**src/rtl/trig_pkg.sv**
```systemverilog
package trig_pkg;

    typedef enum logic [1:0] {
        ST_IDLE,
        ST_ACCEPT,
        ST_REJECT,
        ST_BLOCKED
    } dec_state_t;

    typedef struct packed {
        logic single;
        logic pair;
        logic many;
    } mult_lines_t;

endpackage

```
**src/rtl/trig_mod_class.sv**
```systemverilog
module trig_mod_class
    import trig_pkg::*;
#(
    parameter int N_CH = 64,
    parameter int GRP  = 16
) (
    input  logic              clk,
    input  logic              rst_n,
    input  logic [N_CH-1:0]   hits_i,
    output mult_lines_t       lines_o
);
    localparam int N_GRP = N_CH / GRP;
    localparam int GW    = $clog2(GRP + 1);
    localparam int CW    = $clog2(N_CH + 1);

    logic [GW-1:0] part_d [N_GRP];
    logic [GW-1:0] part_q [N_GRP];
    logic [CW-1:0] total;
    mult_lines_t   lines_d;

    // stage 1: partial population counts per group
    for (genvar g = 0; g < N_GRP; g++) begin : g_part
        always_comb begin
            part_d[g] = '0;
            for (int b = 0; b < GRP; b++) begin
                part_d[g] = part_d[g] + GW'(hits_i[g*GRP + b]);
            end
        end

        always_ff @(posedge clk or negedge rst_n) begin
            if (!rst_n) part_q[g] <= '0;
            else        part_q[g] <= part_d[g];
        end
    end

    // stage 2: total and exclusive classification
    always_comb begin
        total = '0;
        for (int g = 0; g < N_GRP; g++) begin
            total = total + CW'(part_q[g]);
        end
        lines_d.single = (total == CW'(1));
        lines_d.pair   = (total == CW'(2));
        lines_d.many   = (total >= CW'(3));
    end

    always_ff @(posedge clk or negedge rst_n) begin
        if (!rst_n) lines_o <= '0;
        else        lines_o <= lines_d;
    end

    // the three lines never overlap
    p_lines_excl_r1: assert property (@(posedge clk) disable iff (!rst_n)
        $onehot0({lines_o.single, lines_o.pair, lines_o.many}));

endmodule

```
**src/rtl/trig_central.sv**
```systemverilog
module trig_central
    import trig_pkg::*;
#(
    parameter int N_MOD = 25
) (
    input  mult_lines_t lines_i [N_MOD],
    output logic        pair_any_o,
    output logic        singles_ok_o
);
    localparam int SW = $clog2(N_MOD + 1);

    logic [SW-1:0] n_single;

    always_comb begin
        n_single   = '0;
        pair_any_o = 1'b0;
        for (int m = 0; m < N_MOD; m++) begin
            n_single   = n_single + SW'(lines_i[m].single);
            pair_any_o = pair_any_o | lines_i[m].pair | lines_i[m].many;
        end
        singles_ok_o = (n_single >= SW'(2));
    end

endmodule

```
**src/rtl/trig_decide.sv**
```systemverilog
module trig_decide
    import trig_pkg::*;
#(
    parameter int CNT_W = 16
) (
    input  logic             clk,
    input  logic             rst_n,
    input  logic             valid_i,
    input  logic             pair_i,
    input  logic             singles_i,
    input  logic             busy_i,
    output logic             accept_o,
    output logic             reject_o,
    output logic [1:0]       reason_o,
    output logic [CNT_W-1:0] blocked_cnt_o
);
    localparam logic [CNT_W-1:0] CNT_MAX = '1;

    dec_state_t       state_q, state_d;
    logic [1:0]       reason_q, reason_d;
    logic [CNT_W-1:0] cnt_q;

    // next state
    always_comb begin
        state_d  = ST_IDLE;
        reason_d = 2'b00;
        if (valid_i) begin
            if (pair_i || singles_i) begin
                if (busy_i) begin
                    state_d = ST_BLOCKED;
                end else begin
                    state_d  = ST_ACCEPT;
                    reason_d = {singles_i, pair_i};
                end
            end else begin
                state_d = ST_REJECT;
            end
        end
    end

    // state register, reason and blocked counter
    always_ff @(posedge clk or negedge rst_n) begin
        if (!rst_n) begin
            state_q  <= ST_IDLE;
            reason_q <= 2'b00;
            cnt_q    <= '0;
        end else begin
            state_q  <= state_d;
            reason_q <= reason_d;
            if (state_d == ST_BLOCKED && cnt_q != CNT_MAX) begin
                cnt_q <= cnt_q + CNT_W'(1);
            end
        end
    end

    // outputs
    always_comb begin
        accept_o = 1'b0;
        reject_o = 1'b0;
        reason_o = 2'b00;
        unique case (state_q)
            ST_IDLE:    ;
            ST_ACCEPT: begin
                accept_o = 1'b1;
                reason_o = reason_q;
            end
            ST_REJECT:  reject_o = 1'b1;
            ST_BLOCKED: ;
        endcase
        blocked_cnt_o = cnt_q;
    end

    p_no_dual_r5: assert property (@(posedge clk) disable iff (!rst_n)
        !(accept_o && reject_o));

    p_reason_set_r4: assert property (@(posedge clk) disable iff (!rst_n)
        accept_o |-> (reason_o != 2'b00));

    p_reason_idle_r4: assert property (@(posedge clk) disable iff (!rst_n)
        !accept_o |-> (reason_o == 2'b00));

    p_busy_blocks_r8: assert property (@(posedge clk) disable iff (!rst_n)
        accept_o |-> !$past(busy_i));

    p_cnt_step_r8: assert property (@(posedge clk) disable iff (!rst_n)
        (blocked_cnt_o == $past(blocked_cnt_o)) ||
        (blocked_cnt_o == CNT_W'($past(blocked_cnt_o) + CNT_W'(1))));

    p_cnt_hold_r9: assert property (@(posedge clk) disable iff (!rst_n)
        (blocked_cnt_o == CNT_MAX) |=> (blocked_cnt_o == CNT_MAX));

endmodule

```
**src/rtl/coinc_trigger.sv**
```systemverilog
module coinc_trigger
    import trig_pkg::*;
#(
    parameter int N_MOD = 25,
    parameter int N_CH  = 64,
    parameter int GRP   = 16,
    parameter int CNT_W = 16
) (
    input  logic                   clk,
    input  logic                   rst_n,
    input  logic                   eval_i,
    input  logic [N_MOD*N_CH-1:0]  hits_i,
    input  logic                   busy_i,
    output logic                   accept_o,
    output logic                   reject_o,
    output logic [1:0]             reason_o,
    output logic [CNT_W-1:0]       blocked_cnt_o
);
    mult_lines_t lines [N_MOD];
    logic        eval_q1, eval_q2;
    logic        pair_any, singles_ok;

    for (genvar m = 0; m < N_MOD; m++) begin : g_mod
        trig_mod_class #(
            .N_CH (N_CH),
            .GRP  (GRP)
        ) u_class (
            .clk     (clk),
            .rst_n   (rst_n),
            .hits_i  (hits_i[m*N_CH +: N_CH]),
            .lines_o (lines[m])
        );
    end

    always_ff @(posedge clk or negedge rst_n) begin
        if (!rst_n) begin
            eval_q1 <= 1'b0;
            eval_q2 <= 1'b0;
        end else begin
            eval_q1 <= eval_i;
            eval_q2 <= eval_q1;
        end
    end

    trig_central #(
        .N_MOD (N_MOD)
    ) u_central (
        .lines_i      (lines),
        .pair_any_o   (pair_any),
        .singles_ok_o (singles_ok)
    );

    trig_decide #(
        .CNT_W (CNT_W)
    ) u_decide (
        .clk           (clk),
        .rst_n         (rst_n),
        .valid_i       (eval_q2),
        .pair_i        (pair_any),
        .singles_i     (singles_ok),
        .busy_i        (busy_i),
        .accept_o      (accept_o),
        .reject_o      (reject_o),
        .reason_o      (reason_o),
        .blocked_cnt_o (blocked_cnt_o)
    );

    // a verdict only follows an evaluation three edges earlier
    p_verdict_latency_r6: assert property (@(posedge clk) disable iff (!rst_n)
        (accept_o || reject_o) |-> $past(eval_i, 3));

endmodule

```
**config.mk**
```make
export PLATFORM = sky130hd
export DESIGN_NAME = coinc_trigger
export DESIGN_NICKNAME = d
export VERILOG_FILES = /design/src/rtl/trig_pkg.sv /design/src/rtl/trig_mod_class.sv /design/src/rtl/trig_central.sv /design/src/rtl/trig_decide.sv /design/src/rtl/coinc_trigger.sv
export SDC_FILE = /design/constraint.sdc
export NUM_CORES = 2
export LEC_CHECK = 0
export BUFFER_PORTS_ARGS = -buffer_cell sky130_fd_sc_hd__buf_2
export CELL_PAD_IN_SITES_DETAIL_PLACEMENT = 1
export CELL_PAD_IN_SITES_GLOBAL_PLACEMENT = 1
export CORE_AREA = 2 2 639 641
export CTS_CLUSTER_SIZE = 25
export DETAILED_ROUTE_END_ITERATION = 8
export DIE_AREA = 0 0 641 643
export GPL_TIMING_DRIVEN = 0
export MAX_ROUTING_LAYER = met4
export PLACE_DENSITY_LB_ADDON = 0.1
export REMOVE_ABC_BUFFERS = 1
export SYNTH_ARGS = -nofsm -noshare
export SYNTH_HDL_FRONTEND = slang
export SYNTH_SLANG_ARGS = --single-unit
```
**constraint.sdc**
```tcl
create_clock -name clk -period 6.75 [get_ports clk]
set_input_delay 1.0125 -clock clk [delete_from_list [all_inputs] [get_ports clk]]
set_output_delay 1.0125 -clock clk [all_outputs]
set_load 0.1 [all_outputs]
```
After elaboration in Yosys (flattened, before gate mapping) --
Cells that the tools add are included.
Operators by class: add/subtract/negate cells 1600, magnitude comparators 26, equal/unequal tests 54, mux-type cells 9, bitwise operators 49, reductions and logical operators 2
Operators by type and width (count):
- adder 5 x 1 -> 5 bit | 1423
- adder 7 x 5 -> 7 bit | 50
- adder 1 x 1 -> 2 bit | 101
- == test 7 x 1 -> 1 bit (second input constant) | 25
- == test 7 x 2 -> 1 bit (second input constant) | 25
- >= comparator 7 x 2 -> 1 bit (second input constant) | 25
- adder 5 x 5 -> 6 bit | 25
- OR 1 bit | 49
- adder 16 x 1 -> 16 bit (second input constant) | 1
- != test 16 bit (second input constant) | 1
- two-way mux 2 bit | 7
- >= comparator 5 x 2 -> 1 bit (second input constant) | 1
- == test 2 bit (second input constant) | 2
- == test 2 x 1 -> 1 bit (second input constant) | 1
- two-way mux 1 bit | 2
- logical AND 1 bit | 1
- logical OR 1 bit | 1
Word-level totals: register bits after elaboration 597

Depth between registers and ports, before layout --
word-level depth 54, gate-level depth with buffers 17, depth with buffers taken out 16

Hierarchy --
Synthesis repeated with hierarchy kept, for this count alone.
Unflattened totals: cell total of the unflattened synthesis 6220, area, all modules 65789.3 um^2
By module, submodules not included:
- trig_mod_class (g_mod[0].u_class ...) | times used 17, cells an instance 243, area an instance 2566.2 um^2, sequential area each 575.6 um^2
- trig_mod_class (g_mod[21].u_class ...) | times used 8, cells an instance 242, area an instance 2563.7 um^2, sequential area each 575.6 um^2
- trig_decide | times used 1, cells an instance 81, area an instance 944.7 um^2, sequential area each 500.5 um^2
- trig_central | times used 1, cells an instance 70, area an instance 659.4 um^2, sequential area each 0.0 um^2
- coinc_trigger | times used 1, cells an instance 2, area an instance 50.0 um^2, sequential area each 50.0 um^2

Worst setup path after synthesis --
OpenSTA, ideal clock, no wires.
path type register to register, start reg g_mod[0].u_class.lines_o[2] (netlist name), end reg u_decide.cnt_q[3] (netlist: u_decide.blocked_cnt_o[3]), setup time 0.160 ns, data arrival time 4.850 ns, data required time 6.590 ns, path slack 1.740 ns, cell stages (with the launch flop) 17, buffers on the path 1, clock period less this slack 5.010 ns, cells stage by stage dfrtp_1 ha_1 inv_1 fa_1 fa_1 fa_1 fa_1 fa_1 inv_1 ha_1 fa_1 or4_1 a21oi_1 a21oi_2 buf_6 nand3_2 xnor2_1
On the way: longest elaborated chain between the ends 30
RTL lines:
- start, declared | RTL line trig_mod_class.sv:10 | output mult_lines_t lines_o
- start signal, assigned | RTL line trig_mod_class.sv:49 | else lines_o <= lines_d;
- adder 1 x 1 -> 2 bit | RTL line trig_central.sv:18 | n_single = n_single + SW'(lines_i[m].single);
- adder 5 x 1 -> 5 bit (23 in series) | RTL line trig_central.sv:18
- >= comparator 5 x 2 -> 1 bit | RTL line trig_central.sv:21 | singles_ok_o = (n_single >= SW'(2));
- logical OR 1 bit | RTL line trig_decide.sv:28 | if (pair_i || singles_i) begin
- two-way mux 2 bit | RTL line trig_decide.sv:28
- two-way mux 2 bit | RTL line trig_decide.sv:27 | if (valid_i) begin
- == test 2 bit | RTL line trig_decide.sv:50 | if (state_d == ST_BLOCKED && cnt_q != CNT_MAX) begin
- logical AND 1 bit | RTL line trig_decide.sv:50
- end signal, assigned | RTL line trig_decide.sv:51 | cnt_q <= cnt_q + CNT_W'(1);
- end, declared | RTL line trig_decide.sv:21 | logic [CNT_W-1:0] cnt_q;
No other way between the ends. A chain may end at the register's enable or synchronous reset.

Worst setup path after layout --
start reg g_mod[0].u_class.lines_o[2] (netlist name), end reg u_decide.cnt_q[1] (netlist: u_decide.blocked_cnt_o[1])
The elaborated chain is that of the path after synthesis.

==> results.md <==
- WP buf/inv: 2
- Max-cap violations: 1
- Multi-input gate area: 39700 um^2
- Worst-path clk slew: 0.06 ns
- Worst setup margin: 0.854 ns
- Largest net degree at the start of global routing: 99
- Total core area: 405000 um^2
- Sink Count: 597
- Total power: 0.0342 W
- Initial antenna violation count: 171
- Cell mode on critical path: fa_1
- ANT nets after route: 0
- Final min period: 5.90 ns
- Failing checks: max-capacitance violations, max-slew violations
- Lkg Pwr: 43.2 nW
- WS Path Type: register to register
- Vias in the first global route: 50.5k
- Row count: 234
- Worst path required time: 7.40 ns
- Outcome: finished with violations
- Die area: 412000 um^2
- RD Place Congestion: 0.839
- Int Power: 0.0187 W
- Fill cells: 46.8k
- Comb pwr share: 0.670
- CTS root buf: clkbuf_16
- Post-Synthesis Cells: 5378
- Sw frac: 0.452
- Sw Pwr: 0.0155 W
- Slowest stage delay, CP: 0.58 ns
- Per-cell routed wire length: 19.5 um
- Pre-CTS WS: 0.673 ns
- Gr usage total: 0.125
- Worst setup EP type: register
- Startpoint class of the critical path: register
- Average instance area after synthesis: 11.5 um^2
- CP Cell Sequence: ha_1 -> inv_1 -> fa_1 -> fa_1 -> fa_1 -> fa_1 -> fa_1 -> inv_1 -> ha_1 -> fa_1 -> or4_1 -> a21oi_1 -> a21oi_2 -> mux2_1
- Reg area: 14900 um^2
- CTS tree: yes
- Die height: 643 um
- Vias: 41.2k
- PD cells: 425 nW/um^2
- Slowest cell on crit path: fa_1
- Later-pin clock latency in the skew report: 0.80 ns
- Worst R2R Start: g_mod[0].u_class.lines_o[2]
- Fin. Hold Viols: 0
- Max_slew headroom: -0.0377
- Synthesized flop and latch total: 597
- Nets: 10.6k
- Hold_buf cts: 0
- First-pass GRT wire length: 356 mm
- Clk buf depth: 4
- Post-CTS Resized: 0
- Die X: 641 um
- Crit path from: g_mod[0].u_class.lines_o[2]
- Worst hold path type: input port to asynchronous set/reset pin
- Setup Skew: 0.0368 ns
- YS warnings: 0
- Seq pwr share: 0.181
- Drt first pass iters: 6
- Tcrit/Tclk final: 0.874
- Post-DR vias/cell: 3.24
- WP data arrival: 6.54 ns
- Drt drc: 0
- Sequential-to-total area share from yosys stat: 0.241
- Final WL: 248 mm
- Ports: 1624
- IO Port Bufs: 1623
- Fin. max-slew vios: 3
- Actual slew at the worst max-slew pin: 1.54 ns
- Distinct cells, synth: 32
- H-tree level count: 3
- Final setup violation count: 0
- Clk pwr share: 0.149
- Area grow syn2layout: 29.9%
- VDD IR max: 181 uV
- CTS Buf Count: 95
- Initial cell density of the core: 0.153
- Starting DRT DRC Count: 788
- Remaining global-route overflow: 0
- Fmax: 0.170 GHz
- Post-CTS Setup Bufs: 0
- Crit-path max FO: 16
- Layout cells sized above 1: 0.250
- Cell Area, Synth: 61900 um^2
- CP top delay family: adder cells
- Detailed placement HPWL: 231 mm
- Unrepaired setup endpoints after global routing: false
cell type report:
| type | count | share of cell area |
|---|---|---|
| diodes | 105 | 0.00327 |
| well taps | 5428 | 0.0845 |
| clock inverters | 37 | 0.00622 |
| repair buffers | 1629 | 0.103 |
| clock buffers | 130 | 0.0332 |
| flip-flops and latches | 597 | 0.186 |
| inverters | 1924 | 0.0898 |
| multi-input cells | 2854 | 0.494 |
per-stage QoR:
stage          instances  hold slack (ns)   util   TNS, ns  cell area, um^2
6_report           12704            0.187  0.198         0            80400
3_5_place_dp       12432            0.340  0.190         0            77000
2_1_floorplan       5375            0.331      -         0            61900
5_1_grt            12673            0.167  0.198         0            80300
3_3_place_gp       12426            0.346  0.190  -6030.03            76800
4_1_cts            12599            0.121  0.198         0            80100
state kept, by name, summed over array words and instances (netlist names):
| name | flops |
|---|---|
| u_decide.reason_q | 2 |
| g_mod.u_class.lines_o | 75 |
| eval_q2 | 1 |
| g_mod.u_class.part_q | 500 |
| u_decide.state_q | 2 |
| eval_q1 | 1 |
| u_decide.blocked_cnt_o | 16 |
synthesized netlist by cell type, drive strengths merged:
cell type / count / area share
mux2: 1 / 0.00018
xor2: 101 / 0.014
nand2: 52 / 0.0032
nor4: 39 / 0.0042
clkbuf: 1 / 0.000061
and2: 6 / 0.00061
o21ai: 25 / 0.0020
and3: 28 / 0.0028
inv: 1924 / 0.12
a21oi: 228 / 0.018
ha: 658 / 0.13
xnor2: 114 / 0.016
or2: 1 / 0.00010
fa: 1268 / 0.41
a21o: 100 / 0.012
and3b: 50 / 0.0071
nand2b: 1 / 0.00010
or4: 1 / 0.00012
nor2: 29 / 0.0018
o21a: 1 / 0.00012
nor3: 1 / 0.000081
buf: 2 / 0.00024
nand4: 10 / 0.0010
dfrtp: 597 / 0.24
nand3b: 1 / 0.00012
nor2b: 103 / 0.010
nand3: 36 / 0.0036
worst reg2reg max path, stage by stage, from the launching register on:
cell and delay [ns]:
dfrtp_1 0.37, ha_1 0.34, inv_1 0.07, fa_1 0.48
fa_1 0.52, fa_1 0.58, fa_1 0.45, fa_1 0.49
inv_1 0.04, ha_1 0.21, fa_1 0.44, or4_1 0.47
a21oi_1 0.43, a21oi_2 0.43, mux2_1 0.46
worst paths after layout:
check                                          endpoint  slack, ns  cells after the start
min in group clk                                eval_q1       0.35                      1
hold / removal              g_mod[18].u_class.part_q[5]       0.19                      1
max in group asynchronous  g_mod[14].u_class.part_q[14]       5.02                      3
hold reg to reg                                 eval_q2       0.36                      0
setup reg to reg              u_decide.blocked_cnt_o[1]       0.85                     14
setup / recovery              u_decide.blocked_cnt_o[1]       0.85                     14
cell families after synthesis:
family / count (synthesis) / synth area share
DFF: 597 / 0.241
AOI/OAI and AO/OA: 354 / 0.0328
buffers and inverters: 1927 / 0.117
xor gates and xnor gates: 215 / 0.0304
adders and majority gates: 1926 / 0.543
muxes: 1 / 0.000182
and+or+nand+nor: 358 / 0.0352
power groups by stage:
stage	Clock (W)	Combinational, W	Sequential [W]
floorplan	0	0.0157	0.00592
global placement	0	0.0236	0.00640
detailed placement	0	0.0239	0.00637
CTS	0.00541	0.0242	0.00633
global route	0.00552	0.0272	0.00641
finish	0.00509	0.0229	0.00618
placed cells by master, fill, tap and decap left out, types with 2 or more instances in the layout:
| cell type | netlist | layout |
|---|---|---|
| nand3_2 | 8 | 8 |
| buf_16 | 0 | 6 |
| nor4_2 | 0 | 2 |
| clkinv_8 | 0 | 2 |
| diode_2 | 0 | 105 |
| nand4_1 | 10 | 10 |
| bufinv_16 | 0 | 9 |
| nor2b_1 | 103 | 103 |
| nand2_1 | 51 | 51 |
| and3b_1 | 50 | 50 |
| fa_1 | 1268 | 1268 |
| nor2_1 | 29 | 29 |
| and2_1 | 6 | 6 |
| nor4_1 | 38 | 36 |
| clkbuf_16 | 0 | 95 |
| buf_2 | 0 | 1622 |
| inv_6 | 0 | 3 |
| and3_1 | 28 | 28 |
| clkinvlp_4 | 0 | 6 |
| clkbuf_8 | 0 | 16 |
| nand3_1 | 28 | 28 |
| o21ai_1 | 25 | 25 |
| inv_16 | 0 | 2 |
| clkbuf_1 | 1 | 19 |
| xor2_1 | 101 | 101 |
| xnor2_1 | 114 | 114 |
| ha_1 | 658 | 658 |
| a21o_1 | 100 | 100 |
| clkinv_2 | 0 | 12 |
| inv_1 | 1924 | 1924 |
| a21oi_1 | 227 | 227 |
| dfrtp_1 | 597 | 597 |
| clkinv_4 | 0 | 3 |
per-layer routing:
metal,GRT usage,share of wire,vias up
met2,0.241,0.56,1057
met4,0.0192,0.016,0
met1,0.131,0.37,20724
li1,-,-,19165
met5,-,0,-
met3,0.0241,0.053,270
No activity file was read; power rests on OpenSTA's default activity.
